### config.mk
export PLATFORM = sky130hd
export DESIGN_NAME = amc_mode_ctrl
export DESIGN_NICKNAME = d
export VERILOG_FILES = /design/src/rtl/amc_pkg.sv /design/src/rtl/amc_cfg_table.sv /design/src/rtl/amc_range_match.sv /design/src/rtl/amc_anchor_store.sv /design/src/rtl/amc_mode_ctrl.sv
export SDC_FILE = /design/constraint.sdc
export NUM_CORES = 1
export LEC_CHECK = 0
export BUFFER_PORTS_ARGS = -buffer_cell sky130_fd_sc_hd__buf_2
export CAP_MARGIN = 40
export CORE_AREA = 8 8 345 347
export DETAILED_ROUTE_END_ITERATION = 8
export DIE_AREA = 0 0 353 355
export PLACE_DENSITY = 0.38
export RECOVER_POWER = 100
export SLEW_MARGIN = 20
export SYNTH_ARGS = -nofsm -noshare
export SYNTH_HDL_FRONTEND = slang
export SYNTH_SLANG_ARGS = --single-unit
### constraint.sdc
create_clock -name clk -period 17.4 [get_ports clk]
set_clock_uncertainty 0.05 [all_clocks]
set_input_delay 1.74 -clock clk [delete_from_list [all_inputs] [get_ports clk]]
set_output_delay 1.74 -clock clk [all_outputs]
set_load 0.05 [all_outputs]
### src/rtl/amc_pkg.sv
package amc_pkg;

  localparam int CH_W   = 8;
  localparam int NUM_CH = 3;
  localparam int PIX_W  = CH_W * NUM_CH;
  localparam int LVL_W  = 3;
  localparam int MAX_LVL = 6;

  typedef enum logic [1:0] {
    MODE_PREC_WR   = 2'b00,
    MODE_PREC_RD   = 2'b01,
    MODE_APPROX_WR = 2'b10,
    MODE_COPY      = 2'b11
  } amc_mode_e;

  // Quality level to per-channel tolerance.
  function automatic logic [CH_W-1:0] level_threshold(input logic [LVL_W-1:0] lvl);
    logic [CH_W-1:0] th;
    th = '0;
    if (lvl >= LVL_W'(1) && lvl <= LVL_W'(MAX_LVL))
      th = CH_W'(1) << lvl;
    return th;
  endfunction

  function automatic logic [CH_W-1:0] chan_absdiff(input logic [CH_W-1:0] a,
                                                   input logic [CH_W-1:0] b);
    return (a >= b) ? (a - b) : (b - a);
  endfunction

  // True when every channel is within the tolerance.
  function automatic logic pixels_similar(input logic [PIX_W-1:0] a,
                                          input logic [PIX_W-1:0] b,
                                          input logic [CH_W-1:0]  th);
    logic ok;
    ok = 1'b1;
    for (int c = 0; c < NUM_CH; c++) begin
      if (chan_absdiff(a[c*CH_W +: CH_W], b[c*CH_W +: CH_W]) > th)
        ok = 1'b0;
    end
    return ok;
  endfunction

  function automatic amc_mode_e pick_mode(input logic is_write,
                                          input logic in_window,
                                          input logic at_anchor,
                                          input logic anchor_known,
                                          input logic close_enough);
    amc_mode_e m;
    if (!in_window)
      m = is_write ? MODE_PREC_WR : MODE_PREC_RD;
    else if (!is_write)
      m = MODE_COPY;
    else if (!at_anchor && anchor_known && close_enough)
      m = MODE_APPROX_WR;
    else
      m = MODE_PREC_WR;
    return m;
  endfunction

endpackage

### src/rtl/amc_cfg_table.sv
module amc_cfg_table
  import amc_pkg::*;
#(
  parameter int NUM_ENTRIES = 4,
  parameter int ADDR_W      = 32,
  parameter int DATA_W      = 32,
  localparam int IDX_W      = $clog2(NUM_ENTRIES),
  localparam int CFG_AW     = IDX_W + 2
) (
  input  logic                                clk,
  input  logic                                rst_n,
  input  logic                                cfg_we,
  input  logic [CFG_AW-1:0]                   cfg_addr,
  input  logic [DATA_W-1:0]                   cfg_wdata,
  output logic [NUM_ENTRIES-1:0][ADDR_W-1:0]  lo_o,
  output logic [NUM_ENTRIES-1:0][ADDR_W-1:0]  hi_o,
  output logic [NUM_ENTRIES-1:0][CH_W-1:0]    thresh_o,
  output logic [NUM_ENTRIES-1:0]              enable_o,
  output logic [NUM_ENTRIES-1:0]              touched_o
);

  localparam logic [1:0] W_LO  = 2'd0;
  localparam logic [1:0] W_HI  = 2'd1;
  localparam logic [1:0] W_LVL = 2'd2;
  localparam logic [1:0] W_EN  = 2'd3;

  logic [NUM_ENTRIES-1:0][LVL_W-1:0] lvl_q;
  logic [IDX_W-1:0] wr_idx;
  logic [1:0]       wr_word;

  assign wr_idx  = cfg_addr[CFG_AW-1:2];
  assign wr_word = cfg_addr[1:0];

  for (genvar i = 0; i < NUM_ENTRIES; i++) begin : g_entry
    assign touched_o[i] = cfg_we && (wr_idx == IDX_W'(i));
    assign thresh_o[i]  = level_threshold(lvl_q[i]);

    always_ff @(posedge clk or negedge rst_n) begin
      if (!rst_n) begin
        lo_o[i]     <= '0;
        hi_o[i]     <= '0;
        lvl_q[i]    <= '0;
        enable_o[i] <= 1'b0;
      end else if (touched_o[i]) begin
        case (wr_word)
          W_LO:    lo_o[i]     <= cfg_wdata[ADDR_W-1:0];
          W_HI:    hi_o[i]     <= cfg_wdata[ADDR_W-1:0];
          W_LVL:   lvl_q[i]    <= cfg_wdata[LVL_W-1:0];
          W_EN:    enable_o[i] <= cfg_wdata[0];
          default: ;
        endcase
      end
    end

    AST_ENABLE_LOAD: assert property (@(posedge clk) disable iff (!rst_n)
      touched_o[i] && wr_word == W_EN |=> enable_o[i] == $past(cfg_wdata[0]));

    AST_THRESH_CAP: assert property (@(posedge clk) disable iff (!rst_n)
      thresh_o[i] <= CH_W'(1 << MAX_LVL));
  end

  AST_TOUCH_ONE: assert property (@(posedge clk) disable iff (!rst_n)
    $onehot0(touched_o));

endmodule

### src/rtl/amc_range_match.sv
module amc_range_match #(
  parameter int NUM_ENTRIES = 4,
  parameter int ADDR_W      = 32,
  localparam int IDX_W      = $clog2(NUM_ENTRIES)
) (
  input  logic [ADDR_W-1:0]                   addr_i,
  input  logic [NUM_ENTRIES-1:0][ADDR_W-1:0]  lo_i,
  input  logic [NUM_ENTRIES-1:0][ADDR_W-1:0]  hi_i,
  input  logic [NUM_ENTRIES-1:0]              enable_i,
  output logic [NUM_ENTRIES-1:0]              inside_o,
  output logic [NUM_ENTRIES-1:0]              sel_o,
  output logic                                hit_o,
  output logic [IDX_W-1:0]                    idx_o,
  output logic                                at_lo_o
);

  for (genvar i = 0; i < NUM_ENTRIES; i++) begin : g_cmp
    assign inside_o[i] = enable_i[i] && (addr_i >= lo_i[i]) && (addr_i <= hi_i[i]);
  end

  // Lowest index wins: scan downward so the last assignment is the lowest.
  always_comb begin
    hit_o = 1'b0;
    idx_o = '0;
    for (int i = NUM_ENTRIES - 1; i >= 0; i--) begin
      if (inside_o[i]) begin
        hit_o = 1'b1;
        idx_o = IDX_W'(i);
      end
    end
  end

  always_comb begin
    sel_o = '0;
    if (hit_o) sel_o[idx_o] = 1'b1;
  end

  assign at_lo_o = hit_o && (addr_i == lo_i[idx_o]);

endmodule

### src/rtl/amc_anchor_store.sv
module amc_anchor_store
  import amc_pkg::*;
#(
  parameter int NUM_ENTRIES = 4,
  localparam int IDX_W      = $clog2(NUM_ENTRIES)
) (
  input  logic                               clk,
  input  logic                               rst_n,
  input  logic                               rec_en_i,
  input  logic [IDX_W-1:0]                   rec_idx_i,
  input  logic [PIX_W-1:0]                   rec_pix_i,
  input  logic [NUM_ENTRIES-1:0]             clr_i,
  output logic [NUM_ENTRIES-1:0]             known_o,
  output logic [NUM_ENTRIES-1:0][PIX_W-1:0]  pix_o
);

  for (genvar i = 0; i < NUM_ENTRIES; i++) begin : g_anchor
    logic rec_here;
    assign rec_here = rec_en_i && (rec_idx_i == IDX_W'(i));

    always_ff @(posedge clk or negedge rst_n) begin
      if (!rst_n) begin
        known_o[i] <= 1'b0;
        pix_o[i]   <= '0;
      end else if (clr_i[i]) begin
        known_o[i] <= 1'b0;
      end else if (rec_here) begin
        known_o[i] <= 1'b1;
        pix_o[i]   <= rec_pix_i;
      end
    end
  end

  AST_CLEAR_WINS: assert property (@(posedge clk) disable iff (!rst_n)
    (|clr_i) |=> ((known_o & $past(clr_i)) == '0));

  AST_RECORD_SETS: assert property (@(posedge clk) disable iff (!rst_n)
    rec_en_i && !clr_i[rec_idx_i] |=> known_o[$past(rec_idx_i)]);

endmodule

### src/rtl/amc_mode_ctrl.sv
module amc_mode_ctrl
  import amc_pkg::*;
#(
  parameter int NUM_ENTRIES = 4,
  parameter int ADDR_W      = 32,
  parameter int CFG_DW      = 32,
  localparam int IDX_W      = $clog2(NUM_ENTRIES),
  localparam int CFG_AW     = IDX_W + 2
) (
  input  logic               clk,
  input  logic               rst_n,
  input  logic               cfg_we,
  input  logic [CFG_AW-1:0]  cfg_addr,
  input  logic [CFG_DW-1:0]  cfg_wdata,
  input  logic               req_valid,
  input  logic               req_write,
  input  logic [ADDR_W-1:0]  req_addr,
  input  logic [PIX_W-1:0]   req_pixel,
  output logic               out_valid,
  output logic               out_write,
  output logic [ADDR_W-1:0]  out_addr,
  output logic [PIX_W-1:0]   out_pixel,
  output logic [1:0]         out_mode
);

  logic [NUM_ENTRIES-1:0][ADDR_W-1:0] win_lo, win_hi;
  logic [NUM_ENTRIES-1:0][CH_W-1:0]   win_th;
  logic [NUM_ENTRIES-1:0]             win_en, win_touched;
  logic [NUM_ENTRIES-1:0]             win_inside, win_sel;
  logic                               win_hit, at_anchor;
  logic [IDX_W-1:0]                   win_idx;
  logic [NUM_ENTRIES-1:0]             anc_known;
  logic [NUM_ENTRIES-1:0][PIX_W-1:0]  anc_pix;

  logic      sel_known, sel_close, anchor_rec;
  amc_mode_e mode_nxt;

  amc_cfg_table #(
    .NUM_ENTRIES (NUM_ENTRIES),
    .ADDR_W      (ADDR_W),
    .DATA_W      (CFG_DW)
  ) u_table (
    .clk       (clk),
    .rst_n     (rst_n),
    .cfg_we    (cfg_we),
    .cfg_addr  (cfg_addr),
    .cfg_wdata (cfg_wdata),
    .lo_o      (win_lo),
    .hi_o      (win_hi),
    .thresh_o  (win_th),
    .enable_o  (win_en),
    .touched_o (win_touched)
  );

  amc_range_match #(
    .NUM_ENTRIES (NUM_ENTRIES),
    .ADDR_W      (ADDR_W)
  ) u_match (
    .addr_i   (req_addr),
    .lo_i     (win_lo),
    .hi_i     (win_hi),
    .enable_i (win_en),
    .inside_o (win_inside),
    .sel_o    (win_sel),
    .hit_o    (win_hit),
    .idx_o    (win_idx),
    .at_lo_o  (at_anchor)
  );

  assign anchor_rec = req_valid && req_write && win_hit && at_anchor;

  amc_anchor_store #(
    .NUM_ENTRIES (NUM_ENTRIES)
  ) u_anchor (
    .clk       (clk),
    .rst_n     (rst_n),
    .rec_en_i  (anchor_rec),
    .rec_idx_i (win_idx),
    .rec_pix_i (req_pixel),
    .clr_i     (win_touched),
    .known_o   (anc_known),
    .pix_o     (anc_pix)
  );

  assign sel_known = anc_known[win_idx];
  assign sel_close = pixels_similar(req_pixel, anc_pix[win_idx], win_th[win_idx]);
  assign mode_nxt  = pick_mode(req_write, win_hit, at_anchor, sel_known, sel_close);

  always_ff @(posedge clk or negedge rst_n) begin
    if (!rst_n) begin
      out_valid <= 1'b0;
      out_write <= 1'b0;
      out_addr  <= '0;
      out_pixel <= '0;
      out_mode  <= MODE_PREC_RD;
    end else begin
      out_valid <= req_valid;
      if (req_valid) begin
        out_write <= req_write;
        out_addr  <= req_addr;
        out_pixel <= req_pixel;
        out_mode  <= mode_nxt;
      end
    end
  end

  AST_ACCEPT_LATENCY: assert property (@(posedge clk) disable iff (!rst_n)
    req_valid |=> out_valid && out_addr == $past(req_addr));

  AST_NO_SPURIOUS: assert property (@(posedge clk) disable iff (!rst_n)
    !req_valid |=> !out_valid);

  AST_SEL_ONEHOT: assert property (@(posedge clk) disable iff (!rst_n)
    $onehot0(win_sel) && ((win_sel & ~win_inside) == '0));

  AST_MISS_PASSTHRU: assert property (@(posedge clk) disable iff (!rst_n)
    req_valid && win_inside == '0 |=> out_mode == {1'b0, ~out_write});

  AST_READ_COPY: assert property (@(posedge clk) disable iff (!rst_n)
    req_valid && !req_write && win_inside != '0 |=> out_mode == MODE_COPY);

  AST_ANCHOR_PRECISE: assert property (@(posedge clk) disable iff (!rst_n)
    anchor_rec |=> out_mode == MODE_PREC_WR);

  AST_WRITE_NEVER_READMODE: assert property (@(posedge clk) disable iff (!rst_n)
    out_valid && out_write |-> !out_mode[0]);

  AST_UNKNOWN_ANCHOR_PRECISE: assert property (@(posedge clk) disable iff (!rst_n)
    req_valid && req_write && win_hit && !sel_known |=> out_mode == MODE_PREC_WR);

endmodule

Word level (Yosys, flattened, before mapping) --
Index checks and enable logic that the tools add are counted.
Word-level totals: register bits 432, input port bits 97, output and inout bits 60, logic and storage cells 168
Operators by class: add/sub/neg operators 6, order comparisons 23, equal/unequal tests 10, shift operators 4, muxes and demuxes 38, bitwise gates (word level) 4, reduce and logical (&&, ||, !) cells 54
Operators by type and width (count):
- $ge A32 B32 Y1 | 4
- $le A32 B32 Y1 | 4
- $bmux W32 S2 | 1
- $mux W8 | 8
- $bmux W24 S2 | 1
- $sub A8 B8 Y8 | 6
- $reduce_and A2 Y1 | 20
- $eq A32 B32 Y1 | 1
- $mux W32 | 1
- $shl A1 B3 Y8 const A | 4
- $logic_and A1 B1 Y1 | 26
- $ge A8 B8 Y1 | 3
- $gt A8 B8 Y1 | 3
- $mux W24 | 1
- $mux W1 | 17
- $bmux W8 S2 | 1
- $mux W2 | 7
- $eq A2 B2 Y1 const B | 6
- $ge A3 B1 Y1 const B | 4
- $le A3 B3 Y1 const B | 4
- $reduce_bool A2 Y1 | 4
- $eq A2 B1 Y1 const B | 3
- $logic_not A2 Y1 | 3
- $not A1 Y1 | 4
- 3 further kinds | 3

Longest topological paths before layout --
depth in word-level cells 19, depth in mapped cells 39, gate-level depth less buffers 34

By module --
A second synthesis with hierarchy kept.
Unflattened totals: cell total of the unflattened synthesis 2472, area, all modules 27700.3 µm²
By module, submodules not included:
- amc_cfg_table | times used 1, cells an instance 637, area an instance 10557.6 µm², seq. area each 6806.5 µm²
- amc_range_match | times used 1, cells an instance 1122, area an instance 7861.3 µm², seq. area each 0.0 µm²
- amc_mode_ctrl | times used 1, cells an instance 490, area an instance 5471.5 µm², seq. area each 1502.7 µm²
- amc_anchor_store | times used 1, cells an instance 223, area an instance 3809.9 µm², seq. area each 2502.4 µm²

Worst setup path before layout --
No wires, ideal clock.
path type in2reg, from in req_addr[14], to reg out_mode[1], data arrival time 7876 ps, path slack 9344 ps, stages on the path 35, cell sequence ha_1 > a21oi_1 > nand2_1 > a22o_1 > o41a_1 > o21ai_1 > nand2_1 > clkbuf_1 > clkbuf_1 > clkbuf_1 > nand2_1 > clkbuf_1 > o22ai_1 > nor3_1 > ha_1 > fa_1 > nor2b_1 > o21ai_0 > a31oi_1 > o21a_1 > o21a_1 > o21a_1 > or4b_2 > nand4_1 > a221o_1 > a31oi_1 > o21bai_1 > a21oi_1 > xnor2_1 > ha_1 > nand3_1 > o21ai_0 > o21ai_0 > nand4_1 > o21ai_0
Between the ends: longest elaborated chain between the ends 19
Ends and longest elaborated chain:
- start: declaration | RTL line amc_mode_ctrl.sv:17 | input logic [ADDR_W-1:0] req_addr,
- $ge A32 B32 Y1 | RTL line amc_range_match.sv:18 | assign inside_o[i] = enable_i[i] && (addr_i >= lo_i[i]) && (addr_i <= hi_i[i]);
- $logic_and A1 B1 Y1 (2 in a row) | RTL line amc_range_match.sv:18
- $mux W2 (4 in a row) | RTL line amc_range_match.sv:26 | if (inside_o[i]) begin
- $bmux W24 S2 | RTL line amc_mode_ctrl.sv:86 | assign sel_close = pixels_similar(req_pixel, anc_pix[win_idx], win_th[win_idx]);
- $mux W24 (not written as such) | RTL line amc_mode_ctrl.sv:86
- $sub A8 B8 Y8 / $ge A8 B8 Y1 (equally long branches) | RTL line amc_pkg.sv:27 | return (a >= b) ? (a - b) : (b - a);
- $mux W8 | RTL line amc_pkg.sv:27
- $gt A8 B8 Y1 | RTL line amc_pkg.sv:37 | if (chan_absdiff(a[c*CH_W +: CH_W], b[c*CH_W +: CH_W]) > th)
- $mux W1 (3 in a row) | RTL line amc_pkg.sv:37
- $logic_and A1 B1 Y1 | RTL line amc_pkg.sv:53 | else if (!at_anchor && anchor_known && close_enough)
- $mux W2 | RTL line amc_pkg.sv:53
- $mux W2 | RTL line amc_pkg.sv:51 | else if (!is_write)
- $mux W2 (*) | RTL line amc_pkg.sv:49 | if (!in_window)
- end signal: assignment | RTL line amc_mode_ctrl.sv:102 | out_mode <= mode_nxt;
- end: declaration | RTL line amc_mode_ctrl.sv:23 | output logic [1:0] out_mode
Mark *: on every way between the ends. The rest lies on a longest branch, timed or not. The select of a mux whose other input is x is not followed. A chain may end at the register's enable or synchronous reset.

Worst setup path in the final report --
from in req_addr[0], to reg out_mode[1]
Same word-level chain as after synthesis.

==> metrics.cfg <==
[die]
ios = 157
rows = 124
die_x_um = 353
initial_core_util = 0.2376
core_area_sq_um = 113600
die_y_um = 355
die_area_sq_um = 125300

[clock_tree]
cts_max_level = 2
cts_inserted_buffers = 57
hold_buffers = 0
post_cts_buffers = 0
clock-root-buffer = clkbuf_16
clk_latency_ns = 0.66
ctsResizeCount = 0
cts_buffer_depth = 3
clkSinkCount = 432
tritoncts = built
clkTransAtPathRegs_ns = 0.06

[logic_synthesis]
synth_largest_area_cell = dfrtp_1
synth-edff-count = 0
ys_seq_elements = 432
synth.yosys.seq_area_share = 0.4007
synthCells = 2586
synth_top_area_share = 0.3998
synth-main-ff-cell = dfrtp_1
synth_warnings = 0
synth.distinct_cells = 86
syn_area_sq_um = 26980
synth_area_per_cell_sq_um = 10.43
synthArstFlopShare = 1.000
ys_top_cells_by_area = dfrtp_1, ha_1, mux2_2

[global_route]
antenna_found_initial = 12
grt_use_total = 0.1407
grt_start_max_net_pins = 149
first_global_vias = 21470
grt_pass1_wl_mm = 137.1
overflow = 0

[detailed_routing]
drtIter0Drc = 1102
drt.antenna.violating_nets = 0
route.detailed.drc = 0
wirelength_mm = 89.85
dr.pass1.iters = 5
vias_per_cell = 4.688
routedWlPerCell_um = 20.75
num_vias = 20300

[timing]
fin_crit_sh = 0.6677
fin_setup_tns_ns = 0
worst_pin_slew_ns = 5.604
period_minus_slack_ns = 11.62
holdWs_ns = 0.4208
rsz0062_at_grt = no
slew_viol_final = 448
maxClockFrequency_mhz = 86.08
setup_viol = 0
hold_viol = 0
worst_slew_margin_rel = -2.736

[setup_path]
crit_path_max_incr_delay_ns = 1.63
worstPathArrival_ns = 12.16
crit_path_end = out_mode[1]
cp_slowest_cell = clkbuf_1
r2r-start = u_table.lo_o[0]
end_kind = flip-flop
crit_start = req_addr[0]
rr_endpoint = out_mode[1]
crit_type = in2reg
start_kind = input port
crit_path_max_fanout = 40
critPathMostFrequentCell = o21ai_0
rrSetupSlack_ns = 7.10
rr_worst_depth = 35
cp.required_ns = 17.94

[layout]
fin_nets = 3193
final_common_cell = dfrtp_1
syn2layout_area_growth_pct = 15.21
final_layout_size_suffix_gt1_frac = 0.1690
final_area_sq_um = 31080
layout_common_cells = dfrtp_1, ha_1, inv_1, mux2_2, o21ai_0

[job]
max-cap-violations = 12

[run_status]
violations = max-capacitance violations, max-slew violations
status = complete, but fails checks

[placed_design]
place_area_sq_um = 29740
place_congestion = 0.8325
hpwl_mm = 65.12
io_buffer_count = 156

[power_and_ir_drop]
p_leak_uw = 0.01456
power_density_nw_per_um2 = 129.7
ir_drop_v = 0.00009014

[hold_path]
hold_path.class = reg2reg

## where the power goes
part           internal [uW]  leakage [uW]  total, uW  switching (uW)
clock network            727      0.000953       1220             491
registers               1170       0.00540       1270             102
logic                    619       0.00820       1550             926
total                   2510        0.0146       4030            1520
## cells by family (layout without fill, tap and decap cells)
logic type,after synthesis,after routing,share of synthesized area
simple gates,500,500,0.09396
xor+xnor,41,41,0.01331
mux,351,351,0.1563
fa+ha+maj,332,332,0.1556
other cells,2,12,0.0002784
compound gates,525,525,0.1209
buf+inv,403,624,0.05890
flops,432,432,0.4007
## through the flow
stage,cells,util,power (uW),worst slack [ns]
after floorplan,2590,-,2333,9.344
after global placement,4196,0.2599,2814,7.013
after detailed placement,4212,0.2618,2851,7.469
after CTS,4318,0.2789,4108,8.186
after global routing,4323,0.2736,4336,5.135
final,4329,0.2737,4033,5.782
## sequential cells by signal (all words and copies together), names as in the netlist
| register | flops |
|---|---|
| u_table.enable_o | 4 |
| u_table.lvl_q | 12 |
| out_addr | 32 |
| out_mode | 2 |
| out_valid | 1 |
| out_pixel | 24 |
| u_anchor.known_o | 4 |
| u_anchor.pix_o | 96 |
| u_table.lo_o | 128 |
| u_table.hi_o | 128 |
| out_write | 1 |
## layout make-up
class                           instances  area, sq um
Antenna cell                            6        15.01
Clock buffer                           87         1730
Clock inverter                         19        206.4
Fill cell                           12110        82490
Inverter                              316         1186
Multi-Input combinational cell       1755        14250
Sequential cell                       432        10810
Tap cell                             1512         1892
Timing Repair Buffer                  202        992.2
## synthesized netlist by cell type (all sizes together), types with 17 or more instances
master    n
nor2     93
o22ai    42
mux2i    17
nand4    46
dfrtp   431
nand3    43
a221oi   33
buf      37
nand2   185
xor2     19
xnor2    22
mux2    334
o21ai   188
inv     316
nor3     29
a21o     24
nand2b   22
ha      326
a21oi   121
clkbuf   50
## layer usage
layer  vias to the layer above  wire length, um  GRT usage
met5                         -               23          0
met2                       434            41680     0.2358
met3                       132             4057    0.02457
met4                         4             2697    0.04094
met1                     10150            41390     0.1856
li1                       9574                -          -
## worst min path at each step
stage               slack [ns]             endpoint  depth (start not counted)                start
floorplan                 0.40  u_anchor.known_o[1]                          2  u_anchor.known_o[1]
global placement          0.41          out_mode[0]                          2          out_mode[0]
finish                    0.42          out_mode[0]                          2          out_mode[0]
CTS                       0.42          out_mode[0]                          2          out_mode[0]
global route              0.44          out_mode[0]                          2          out_mode[0]
detailed placement        0.42          out_mode[0]                          2          out_mode[0]
## critical path: cells and delay by family
kind,cells,cell delay [ns]
buffers and inverters,5,3.49
AO/OA/AOI/OAI,16,3.25
multiplexers,1,0.40
XOR/XNOR,1,0.09
adder cells (fa/ha/maj),4,1.26
AND/OR/NAND/NOR,10,1.88
Note: power is estimated with default switching activity, not from simulation.
